**config.mk**
```make
export PLATFORM = sky130hd
export DESIGN_NAME = cascade_pic
export DESIGN_NICKNAME = d
export VERILOG_FILES = /design/src/rtl/cpic_pkg.sv /design/src/rtl/pic_prio.sv /design/src/rtl/pic_addr_dec.sv /design/src/rtl/pic_core.sv /design/src/rtl/cascade_pic.sv
export SDC_FILE = /design/constraint.sdc
export NUM_CORES = 1
export LEC_CHECK = 0
export ABC_AREA = 1
export CORE_AREA = 2 2 77 57
export CTS_CLUSTER_DIAMETER = 30
export DETAILED_ROUTE_END_ITERATION = 8
export DIE_AREA = 0 0 79 59
export DONT_BUFFER_PORTS = 1
export HOLD_SLACK_MARGIN = 0.05
export PLACE_DENSITY = 0.73
export SYNTH_ARGS = -nofsm -noshare
export SYNTH_HDL_FRONTEND = slang
export SYNTH_SLANG_ARGS = --single-unit
```
**constraint.sdc**
```tcl
create_clock -name clk -period 4.03 [get_ports clk]
set_input_delay 0.806 -clock clk [delete_from_list [all_inputs] [get_ports clk]]
set_output_delay 0.806 -clock clk [all_outputs]
set_load 0.01 [all_outputs]
```
**src/rtl/cpic_pkg.sv**
```systemverilog
package cpic_pkg;
    localparam int          CORE_LINES = 8;
    localparam int          CORE_IW    = $clog2(CORE_LINES);
    localparam logic [7:0]  CMD_EOI    = 8'h20;

    typedef struct packed {
        logic [7:0] vec;
        logic       vld;
    } vec_state_t;
endpackage

```
**src/rtl/pic_prio.sv**
```systemverilog
module pic_prio #(
    parameter int N = 8,
    localparam int IW = $clog2(N)
) (
    input  logic [N-1:0]  vec,
    output logic          found,
    output logic [IW-1:0] idx
);
    always_comb begin
        found = |vec;
        idx   = '0;
        for (int i = N - 1; i >= 0; i--) begin
            if (vec[i]) idx = IW'(i);
        end
    end
endmodule

```
**src/rtl/pic_addr_dec.sv**
```systemverilog
module pic_addr_dec #(
    parameter logic [15:0] MST_PORT = 16'h0020,
    parameter logic [15:0] SLV_PORT = 16'h00A0
) (
    input  logic [15:0] addr,
    input  logic        wr,
    output logic        mst_wr,
    output logic        slv_wr,
    output logic        reg_sel
);
    logic cs_mst, cs_slv;

    always_comb begin
        cs_mst  = (addr[15:1] == MST_PORT[15:1]);
        cs_slv  = (addr[15:1] == SLV_PORT[15:1]);
        mst_wr  = wr && cs_mst;
        slv_wr  = wr && cs_slv;
        reg_sel = addr[0];
    end
endmodule

```
**src/rtl/pic_core.sv**
```systemverilog
module pic_core
    import cpic_pkg::*;
#(
    parameter int         NUM_IN   = CORE_LINES,
    parameter logic [7:0] VEC_BASE = 8'h20,
    localparam int        IW       = $clog2(NUM_IN)
) (
    input  logic              clk,
    input  logic              rst_n,
    input  logic [NUM_IN-1:0] req,
    input  logic              wr_en,
    input  logic              wr_sel,
    input  logic [7:0]        wr_data,
    input  logic              ack,
    output logic              intr,
    output logic [IW-1:0]     grant,
    output logic [7:0]        vector
);
    typedef struct packed {
        logic [NUM_IN-1:0] imr;
        logic [NUM_IN-1:0] isr;
    } core_state_t;

    core_state_t st_d, st_q;

    logic [NUM_IN-1:0] pend;
    logic              pend_found, serv_found;
    logic [IW-1:0]     pend_idx, serv_idx;
    logic              eoi_cmd;

    assign pend = req & ~st_q.imr;

    pic_prio #(.N(NUM_IN)) u_pend_prio (.vec(pend),     .found(pend_found), .idx(pend_idx));
    pic_prio #(.N(NUM_IN)) u_serv_prio (.vec(st_q.isr), .found(serv_found), .idx(serv_idx));

    always_comb begin
        st_d    = st_q;
        intr    = pend_found && (!serv_found || (pend_idx < serv_idx));
        grant   = pend_idx;
        vector  = VEC_BASE + 8'(pend_idx);
        eoi_cmd = wr_en && !wr_sel && (wr_data == CMD_EOI);

        if (wr_en && wr_sel) st_d.imr = wr_data[NUM_IN-1:0];
        if (eoi_cmd && serv_found) st_d.isr[serv_idx] = 1'b0;
        if (ack && intr) st_d.isr[pend_idx] = 1'b1;
    end

    always_ff @(posedge clk) begin
        if (!rst_n) st_q <= '0;
        else        st_q <= st_d;
    end

    AST_ACK_MARKS_SERVICE: assert property (@(posedge clk) disable iff (!rst_n)
        (ack && intr) |=> st_q.isr[$past(pend_idx)]);

    AST_EOI_RETIRES_ONE: assert property (@(posedge clk) disable iff (!rst_n)
        (eoi_cmd && serv_found && !(ack && intr)) |=>
        ($countones(st_q.isr) + 1 == $countones($past(st_q.isr))));

    AST_TOP_SERVICE_BLOCKS: assert property (@(posedge clk) disable iff (!rst_n)
        st_q.isr[0] |-> !intr);
endmodule

```
**src/rtl/cascade_pic.sv**
```systemverilog
module cascade_pic
    import cpic_pkg::*;
#(
    parameter logic [15:0] MST_PORT = 16'h0020,
    parameter logic [15:0] SLV_PORT = 16'h00A0,
    parameter logic [7:0]  MST_VEC  = 8'h20,
    parameter logic [7:0]  SLV_VEC  = 8'h28,
    parameter int          CASC_IN  = 2,
    localparam int         IW       = CORE_IW
) (
    input  logic                  clk,
    input  logic                  rst_n,
    input  logic [CORE_LINES-2:0] irq_m,
    input  logic [CORE_LINES-1:0] irq_s,
    input  logic [15:0]           io_addr,
    input  logic [7:0]            io_wdata,
    input  logic                  io_wr,
    input  logic                  int_ack,
    output logic                  int_out,
    output logic [7:0]            vec_out,
    output logic                  vec_vld
);
    vec_state_t vs_d, vs_q;

    logic                  mst_wr, slv_wr, reg_sel;
    logic [CORE_LINES-1:0] m_req;
    logic                  m_intr, s_intr, s_ack;
    logic [IW-1:0]         m_grant, s_grant;
    logic [7:0]            m_vec, s_vec;

    pic_addr_dec #(.MST_PORT(MST_PORT), .SLV_PORT(SLV_PORT)) u_dec (
        .addr(io_addr), .wr(io_wr),
        .mst_wr(mst_wr), .slv_wr(slv_wr), .reg_sel(reg_sel)
    );

    for (genvar g = 0; g < CORE_LINES; g++) begin : g_mreq
        if (g < CASC_IN) begin : g_low
            assign m_req[g] = irq_m[g];
        end else if (g == CASC_IN) begin : g_casc
            assign m_req[g] = s_intr;
        end else begin : g_high
            assign m_req[g] = irq_m[g-1];
        end
    end

    assign s_ack = int_ack && m_intr && (m_grant == IW'(CASC_IN));

    pic_core #(.NUM_IN(CORE_LINES), .VEC_BASE(MST_VEC)) u_mst (
        .clk(clk), .rst_n(rst_n), .req(m_req),
        .wr_en(mst_wr), .wr_sel(reg_sel), .wr_data(io_wdata),
        .ack(int_ack), .intr(m_intr), .grant(m_grant), .vector(m_vec)
    );

    pic_core #(.NUM_IN(CORE_LINES), .VEC_BASE(SLV_VEC)) u_slv (
        .clk(clk), .rst_n(rst_n), .req(irq_s),
        .wr_en(slv_wr), .wr_sel(reg_sel), .wr_data(io_wdata),
        .ack(s_ack), .intr(s_intr), .grant(s_grant), .vector(s_vec)
    );

    always_comb begin
        vs_d     = vs_q;
        vs_d.vld = 1'b0;
        if (int_ack && m_intr) begin
            vs_d.vld = 1'b1;
            vs_d.vec = (m_grant == IW'(CASC_IN)) ? s_vec : m_vec;
        end
    end

    always_ff @(posedge clk) begin
        if (!rst_n) vs_q <= '0;
        else        vs_q <= vs_d;
    end

    assign int_out = m_intr;
    assign vec_out = vs_q.vec;
    assign vec_vld = vs_q.vld;

    AST_VEC_IN_RANGE: assert property (@(posedge clk) disable iff (!rst_n)
        vec_vld |-> (vec_out[7:4] == MST_VEC[7:4]));

    AST_SLAVE_OWNS_VEC: assert property (@(posedge clk) disable iff (!rst_n)
        (vec_vld && vec_out[3]) |-> ($past(m_grant) == IW'(CASC_IN)));

    AST_CASC_ACK_GATED: assert property (@(posedge clk) disable iff (!rst_n)
        s_ack |-> s_intr);

    AST_WR_ONE_CORE: assert property (@(posedge clk) disable iff (!rst_n)
        !(mst_wr && slv_wr));
endmodule

```
; ---- Word-level counts from Yosys, hierarchy flattened
; Cells that the tools add are included.
[totals]
ff_bits = 41
in_bits = 43
output_inout_bits = 10
wordCells = 106
[classes]
addsub = 2
magnitude_cmp = 10
n_eq_ne = 4
muxes = 46
bitwise = 10
n_reduce_logical = 28
[op_table]
columns = operator, n
row1 = 3-bit two-way mux, 32
row2 = 8-bit bitwise AND, 4
row3 = 8-bit two-way mux, 4
row4 = 8-bit inverter, 4
row5 = 8-bit OR reduction, 4
row6 = 1-bit logical AND, 19
row7 = 3-bit by 4-bit less-than comparator with 1-bit output (second input constant), 4
row8 = 8-bit bitwise OR, 2
row9 = 15-bit by 5-bit == test with 1-bit output (second input constant), 1
row10 = 15-bit by 7-bit == test with 1-bit output (second input constant), 1
row11 = 6-bit by 3-bit adder with 7-bit output (first input constant), 2
row12 = 1-bit demux with 3-bit select, 4
row13 = 3-bit by 1-bit >= comparator with 1-bit output (second input constant), 4
row14 = 8-bit by 6-bit == test with 1-bit output (second input constant), 1
row15 = 7-bit two-way mux, 1
row16 = 3-bit less-than comparator, 2
row17 = 1-bit two-way mux, 5
row18 = 3-bit by 2-bit == test with 1-bit output (second input constant), 1
row19 = 1-bit zero test, 3
row20 = 1-bit logical OR, 2

; ---- Depth between registers and ports, before layout
; Gate-level depths: netlist (run 1).
[logic_depth]
ltp_word = 29
ltp_mapped = 26
ltp_nobuf = 26

; ---- Hierarchy
; A second synthesis (run 1) with hierarchy kept.
[unflattened]
hier_cells = 471
hier_area_um2 = 2919.0
[by_module_without_submodules]
columns = mod, instances, cells_each, area_each_um2, seq_area_each_um2
row1 = pic_core, 2, 144, 959.7, 320.3
row2 = cascade_pic, 1, 75, 523.0, 180.2
row3 = pic_prio, 4, 22, 98.8, 0.0
row4 = pic_addr_dec, 1, 20, 81.3, 0.0

; ---- Worst setup path before layout (run 1)
; Ideal clock, no wire load.
[synth_timing]
path_type = input to output
start = input irq_s[7]
end = output int_out
arrival_ns = 2.949
t_required_ns = 3.224
setup_slack_ns = 0.275
path_stages = 17
n_path_buf = 0
cell_sequence = inv_1 o21ai_0 nor2_1 nor3_1 ha_1 a21oi_1 nand2_1 nand2_1 nand3_2 nand3_1 nor2_1 ha_1 inv_1 o21bai_1 inv_1 nand2_2 a21boi_4
[synth_between]
elab_chain_cells = 19
elab_cells_between_ends = 21
cone_classes = order compare (2) / mux (11) / bitwise (2) / reduce/logical (6)
[synth_lines]
columns = item, line
row1 = from (decl), cascade_pic.sv:14  ; input logic [CORE_LINES-1:0] irq_s,
row2 = 8-bit bitwise AND (*), pic_core.sv:31  ; assign pend = req & ~st_q.imr;
row3 = 3-bit two-way mux (8 in series), pic_prio.sv:13  ; if (vec[i]) idx = IW'(i);
row4 = 3-bit less-than comparator, pic_core.sv:38  ; intr = pend_found && (!serv_found || (pend_idx < serv_idx));
row5 = 1-bit logical OR, pic_core.sv:38
row6 = 1-bit logical AND (*), pic_core.sv:38
row7 = 8-bit bitwise AND (*), pic_core.sv:31
row8 = 3-bit two-way mux (3 in series), pic_prio.sv:13
row9 = 3-bit less-than comparator, pic_core.sv:38
row10 = 1-bit logical OR, pic_core.sv:38
row11 = 1-bit logical AND (*), pic_core.sv:38
row12 = to (decl), cascade_pic.sv:19  ; output logic int_out,
; Mark *: on every way between the ends. The rest lies on a longest branch, timed or not.

; ---- Final worst setup path (run 1)
; Same ends and word-level chain as after synthesis.

==> summary.md, run 1 <==
| Metric | Value |
|---|---|
| Vias in the first global route | `2095` |
| CTS tree | `built` |
| WL per Instance | `12.8 microns` |
| FF+latch count, synth | `38` |
| Total Wirelength | `5600 microns` |
| # setup viols final | `0` |
| Worst EP required | `3.22 ns` |
| Share of post-route cells with drive strength above 1 | `8.05%` |
| Site Rows | `19` |
| Register Area | `761 sq um` |
| # fillers | `375` |
| Syn Inst Count | `380` |
| Crit start category | `input port` |
| Slew Viols, Final | `0` |
| Fin. Hold Viols | `0` |
| Met2 Track Usage GR | `39.1%` |
| Peak Freq | `266 MHz` |
| Mapped Area | `2400 sq um` |
| DR iter-0 viols | `133` |
| LEAKAGE | `1.17 nW` |
| Pre-CTS setup slack | `0.196 ns` |
| CP Data Arrival Time | `2.95 ns` |
| Max cap viols | `0` |
| Worst-path cell chain | `inv_1 -> o21ai_1 -> nand3_1 -> a21oi_1 -> ha_1 -> nand2_1 -> inv_1 -> nand2_1 -> nand2_1 -> nand2_1 -> nand3_2 -> nand3_1 -> nor2_1 -> ha_1 -> inv_1 -> o21bai_1 -> inv_1 -> nand2_2 -> a21boi_4` |
| DP Area | `2460 sq um` |
| Total congestion overflow | `0` |
| First-pass GRT wire length | `9250 microns` |
| Dpl hpwl | `4440 microns` |
| Max VDD drop | `0.229 mV` |
| Clk buf depth | `2` |
| Initial Util | `62.4%` |
| Worst path slowest cell | `ha_1` |
| Setup TNS | `0 ns` |
| Area Growth Syn to Fin | `6.35%` |
| DR vias | `2343` |
| First-pass iteration count of the detailed router | `4` |
| Die Area | `4660 sq um` |
| IO Pins | `53` |
| Worst hold path type | `reg -> reg` |
| CTS buffer count | `5` |
| RSZ-0062 raised after global routing | `no` |
| DRC viols | `0` |
| Largest delay contributor family on the critical path | `compound AO/OA/AOI/OAI gates` |
| Seq/Total Area, Yosys | `31.7%` |
| Routability cong. | `0.893` |
| Part of the cycle the worst path needs | `93.1%` |
| Top FF cell, synth | `dfxtp_1` |
| Initial antenna violation count | `0` |
| Nets | `430` |
| H-tree levels | `2` |
| Post-layout instance area | `2560 sq um` |
| Post-synth cell types | `35` |
| Vias per cell | `5.36` |
| Post-CTS Setup Inserts | `0` |
| Clock slew at reported path FFs | `0.07 ns` |
| Die W | `79 microns` |
| Most Crowded Layer GR | `met2` |
| Multi-input combinational cell area | `1340 sq um` |
| Status | `complete, no violations` |
| Skew final | `0.00946 ns` |
| Post-layout min period | `3.75 ns` |
| GR Util met3 | `6.10%` |
| Kind of critical path | `in -> out` |
| Worst slew pin tran | `0.500 ns` |
| CP peak stage delay | `0.32 ns` |
| All-Layer GR Usage | `25.8%` |
| Worst slew margin | `66.4%` |
| Die Y | `59 microns` |
| Post-layout worst setup margin | `0.277 ns` |
| Core area | `3850 sq um` |
| Syn avg cell area | `6.33 sq um` |
| Later-pin clock latency in the skew report | `0.30 ns` |
| Clock root buffer | `clkbuf_8` |
| CP Buf/Inv Count | `4` |
| CP endpoint kind | `output pin` |
| Quantity of I/O buffers inserted on ports | `0` |
| Post-synth ARST share | `0%` |
| ANT nets after route | `0` |
| Yosys warns | `0` |
| Max FO, Critical Path | `6` |
| Post-synth EDFFs | `0` |
| GR Util met1 | `35.9%` |
| Power per cell area | `305 nW/um^2` |
| Antenna Cells | `0` |
| Largest net degree at the start of global routing | `22` |
| Sink Count | `38` |
-- sequential cells by signal, summed over array words and instances, names as in the netlist --
| register | count |
|---|---|
| u_mst.st_q | 16 |
| u_slv.st_q | 16 |
| vec_out | 5 |
| vec_vld | 1 |
-- cell usage after synthesis (2+ instances only) --
cell type / number / area [sq um]
nand3_2: 2 / 20.0
nand2_1: 66 / 248
o22ai_1: 4 / 25.0
nor4_1: 10 / 62.6
a21oi_1: 31 / 155
clkbuf_1: 5 / 18.8
ha_1: 3 / 37.5
nor3_1: 9 / 45.0
o22ai_2: 2 / 25.0
o21ai_0: 27 / 135
o21ai_2: 2 / 17.5
buf_4: 3 / 22.5
o21bai_1: 2 / 15.0
dfxtp_1: 38 / 761
nand4_1: 9 / 56.3
nand3_1: 13 / 65.1
nor2_1: 57 / 214
nand2_2: 7 / 43.8
inv_1: 71 / 267
a31oi_1: 4 / 25.0
-- layout make-up --
| type | count | area share [%] |
|---|---|---|
| Clock buffer | 7 | 3.38 |
| Clock inverter | 1 | 0.196 |
| Inverter | 73 | 10.7 |
| Multi-Input combinational cell | 262 | 52.2 |
| Sequential cell | 38 | 29.8 |
| Tap cell | 52 | 2.55 |
| Timing Repair Buffer | 4 | 1.17 |
-- placed cells by master, fill, tap and decap left out, drive strengths merged --
master	count
o22ai	6
or4	1
o31ai	1
conb	3
or3	1
inv	72
nor3b	1
a21boi	2
nand3b	1
dfxtp	38
o21ai	29
o21bai	2
a31oi	4
clkbuf	7
a21oi	32
nand3	16
nor4	10
buf	4
nor3	9
nor2	57
nand4	10
ha	3
clkinv	2
nand2	74
-- worst paths after layout --
kind                                             startpoint                  endpoint  slack (ns)  cells after the start
worst min register to register      vec_out[5]$_SDFFE_PN0N_   vec_out[5]$_SDFFE_PN0N_        0.49                      2
worst max-delay path                               irq_s[7]                   int_out        0.28                     19
worst max register to register  u_slv.st_q[12]$_SDFFE_PN0P_  u_mst.st_q[5]$_SDFF_PN0_        1.12                     22
worst min-delay path                vec_out[5]$_SDFFE_PN0N_   vec_out[5]$_SDFFE_PN0N_        0.49                      2
-- worst reg2reg max path, stage by stage (launching register included) --
cell      delay (ns)
dfxtp_1         0.32
inv_1           0.04
nand2_1         0.09
nand2_1         0.06
nor2_1          0.18
nor3_2          0.07
ha_1            0.29
nand2_1         0.05
inv_1           0.04
nand2_1         0.05
nand2_1         0.06
nand2_1         0.06
nand3_2         0.10
nand3_1         0.08
nor2_1          0.17
ha_1            0.27
inv_1           0.06
o21bai_1        0.06
inv_1           0.06
nand2_2         0.07
a21boi_4        0.29
nand3_4         0.20
o22ai_1         0.16
-- power breakdown --
part / internal [W] / switching (W) / total, W
clock: 0.000138 / 0.000131 / 0.000269
combinational: 0.0000360 / 0.0000831 / 0.000119
sequential: 0.000384 / 0.00000803 / 0.000392
-- routing by layer --
| layer | vias up | wire length, microns |
|---|---|---|
| met1 | 1032 | 2730 |
| met5 | - | 0 |
| met4 | 0 | 78 |
| met3 | 9 | 416 |
| met2 | 71 | 2380 |
| li1 | 1231 | - |
-- cells by family (layout without fill, tap and decap cells) --
kind of cell	after synthesis	after routing	share of synthesized area (%)
simple gates	180	180	34.7
other cells	1	3	0.156
compound gates	76	76	18.6
flops	38	38	31.7
buf+inv	82	85	13.3
fa+ha+maj	3	3	1.56
-- repair_timing --
action	in CTS	in global routing
hold buffers	0	0
endpoints found under the hold margin	0	0
gates resized for setup	0	2
endpoints found under the setup margin	0	1
-- per-stage QoR --
stage,power [W],util (%),cells,hold slack (ns)
after floorplan,0.000500,-,382,0.467
after CTS,0.000786,66.2,437,0.494
after global placement,0.000515,63.9,429,0.475
final,0.000780,66.4,437,0.491
after global routing,0.000818,66.4,437,0.511
after detailed placement,0.000518,63.9,429,0.484
(Power assumes the default switching activity.)
==> run 2: changes to the inputs <==
==> constraint.sdc (replaced) <==
create_clock -name clk -period 4.03 [get_ports clk]
set_input_delay 1.0075 -clock clk [delete_from_list [all_inputs] [get_ports clk]]
set_output_delay 1.0075 -clock clk [all_outputs]
set_load 0.01 [all_outputs]
==> summary.md, run 2 (synthesized netlist as in run 1, its figures left out) <==
| Metric | Value |
|---|---|
| Initial Util | `62.4%` |
| Dpl hpwl | `4390 microns` |
| Total Wirelength | `5630 microns` |
| Reg power frac | `46.7%` |
| Kind of critical path | `in -> out` |
| Slew Viols, Final | `0` |
| Initial antenna violation count | `0` |
| Crit start category | `input port` |
| DR vias | `2345` |
| Site Rows | `19` |
| RSZ-0062 raised after global routing | `yes` |
| Post-layout min period | `3.88 ns` |
| Register Area | `761 sq um` |
| Vias in the first global route | `2154` |
| First-pass GRT wire length | `9440 microns` |
| Part of the cycle the worst path needs | `96.2%` |
| All-Layer GR Usage | `26.3%` |
| DRC viols | `0` |
| Clock slew at reported path FFs | `0.08 ns` |
| Final Power | `0.000838 W` |
| Post-CTS Hold Buffers | `0` |
| Die W | `79 microns` |
| Post-CTS Setup Inserts | `0` |
| Antenna Cells | `0` |
| Max cap viols | `0` |
| # fillers | `352` |
| Die Area | `4660 sq um` |
| Clk buf depth | `2` |
| Quantity of I/O buffers inserted on ports | `0` |
| DR iter-0 viols | `163` |
| Share of post-route cells with drive strength above 1 | `12.1%` |
| Max VDD drop | `0.252 mV` |
| Sw frac | `27.5%` |
| Clk pwr share | `38.2%` |
| Most common cell after layout, fill and taps aside | `inv_1` |
| Area Growth Syn to Fin | `10.0%` |
| First-pass iteration count of the detailed router | `4` |
| Most frequent cells in the layout | `inv_1 (70), nand2_1 (62), nor2_1 (55)` |
| Routability cong. | `0.975` |
| ANT nets after route | `0` |
| # setup viols final | `0` |
| H-tree levels | `2` |
| Resize count post-CTS | `0` |
| CP Data Arrival Time | `2.87 ns` |
| Power per cell area | `317 nW/um^2` |
| Vias per cell | `5.33` |
| Fin util | `68.7%` |
| Later-pin clock latency in the skew report | `0.30 ns` |
| Worst hold path type | `reg -> reg` |
| Max FO, Critical Path | `3` |
| CP endpoint kind | `output pin` |
| LEAKAGE | `1.19 nW` |
| Status | `complete, no violations` |
| CTS buffer count | `5` |
| Clock root buffer | `clkbuf_8` |
| Fin. Hold Viols | `0` |
| P_int | `0.000607 W` |
| Sink Count | `38` |
| Nets | `433` |
| Reported net switching power | `0.000231 W` |
| Die Y | `59 microns` |
| Largest net degree at the start of global routing | `22` |
| CTS tree | `built` |
| IO Pins | `53` |
| Hold_ws | `0.510 ns` |
| Total congestion overflow | `0` |
| Peak Freq | `258 MHz` |
| Combinational Power Share | `15.0%` |
| WL per Instance | `12.8 microns` |
| Worst EP required | `3.02 ns` |
| Skew final | `0.00850 ns` |
| Worst slew pin tran | `0.593 ns` |
| Multi-input combinational cell area | `1380 sq um` |
| Pre-CTS setup slack | `0.0550 ns` |
| Post-layout worst setup margin | `0.152 ns` |
| Worst slew margin | `60.1%` |
| Core area | `3850 sq um` |
| Setup TNS | `0 ns` |
run 2: cell count changes in the layout (fill, tap and decap cells not counted), moves of 2 or more:
| cell | before | now |
|---|---|---|
| nand3_1 | 13 | 11 |
| nand2_2 | 7 | 11 |
| nor2_2 | 0 | 2 |
| nand3_2 | 2 | 4 |
| buf_4 | 4 | 7 |
| nor2_1 | 57 | 55 |
| nand2_1 | 66 | 62 |
run 2: path summary, 6_finish.rpt:
kind                                    from                  endpoint  slack (ns)  depth (start not counted)
setup reg to reg  u_slv.st_q[8]$_SDFFE_PN0P_  u_mst.st_q[5]$_SDFF_PN0_        1.23                         22
setup / recovery                    irq_s[0]                   int_out        0.15                         18
hold reg to reg     u_mst.st_q[0]$_SDFF_PN0_  u_mst.st_q[0]$_SDFF_PN0_        0.51                          2
hold / removal      u_mst.st_q[0]$_SDFF_PN0_  u_mst.st_q[0]$_SDFF_PN0_        0.51                          2
run 2: cell type report:
cell class | instances | area share [%]
Multi-Input combinational cell | 262 | 52.2
Sequential cell | 38 | 28.8
Inverter | 73 | 10.5
Clock buffer | 5 | 2.60
Tap cell | 52 | 2.46
Timing Repair Buffer | 7 | 1.99
Clock inverter | 3 | 1.51
run 2: worst max-delay path, stage by stage:
cell	delay [ns]
nand2_1	0.11
nand2_2	0.09
nor3_2	0.19
ha_1	0.27
nand2_1	0.07
inv_1	0.03
nand2_1	0.04
nand2_1	0.04
nand2_1	0.07
nand3_2	0.08
nand3_2	0.07
nor2_2	0.05
ha_1	0.29
inv_1	0.06
o21bai_1	0.06
inv_1	0.07
nand2_2	0.07
a21boi_4	0.20
run 2: per-layer routing:
metal / vias to the layer above / track usage, % / part of all wire, %
li1: 1238 / - / -
met1: 1039 / 36.6 / 49
met2: 62 / 42.1 / 44
met3: 6 / 5.34 / 5.9
met4: 0 / 7.64 / 0.82
met5: - / 0 / 0
run 2: metrics by stage:
step	instance area [sq um]	cells
after floorplan	2420	382
after global placement	2500	432
after detailed placement	2500	432
after CTS	2610	440
after global routing	2650	440
final	2650	440
run 2: power by group through the flow:
stage          Sequential [W]  Clock, W  Combinational [W]
2_1_floorplan        0.000399         0           0.000102
3_3_place_gp         0.000401         0           0.000120
3_5_place_dp         0.000400         0           0.000122
4_1_cts              0.000392  0.000323           0.000123
5_1_grt              0.000393  0.000344           0.000143
6_report             0.000392  0.000321           0.000126
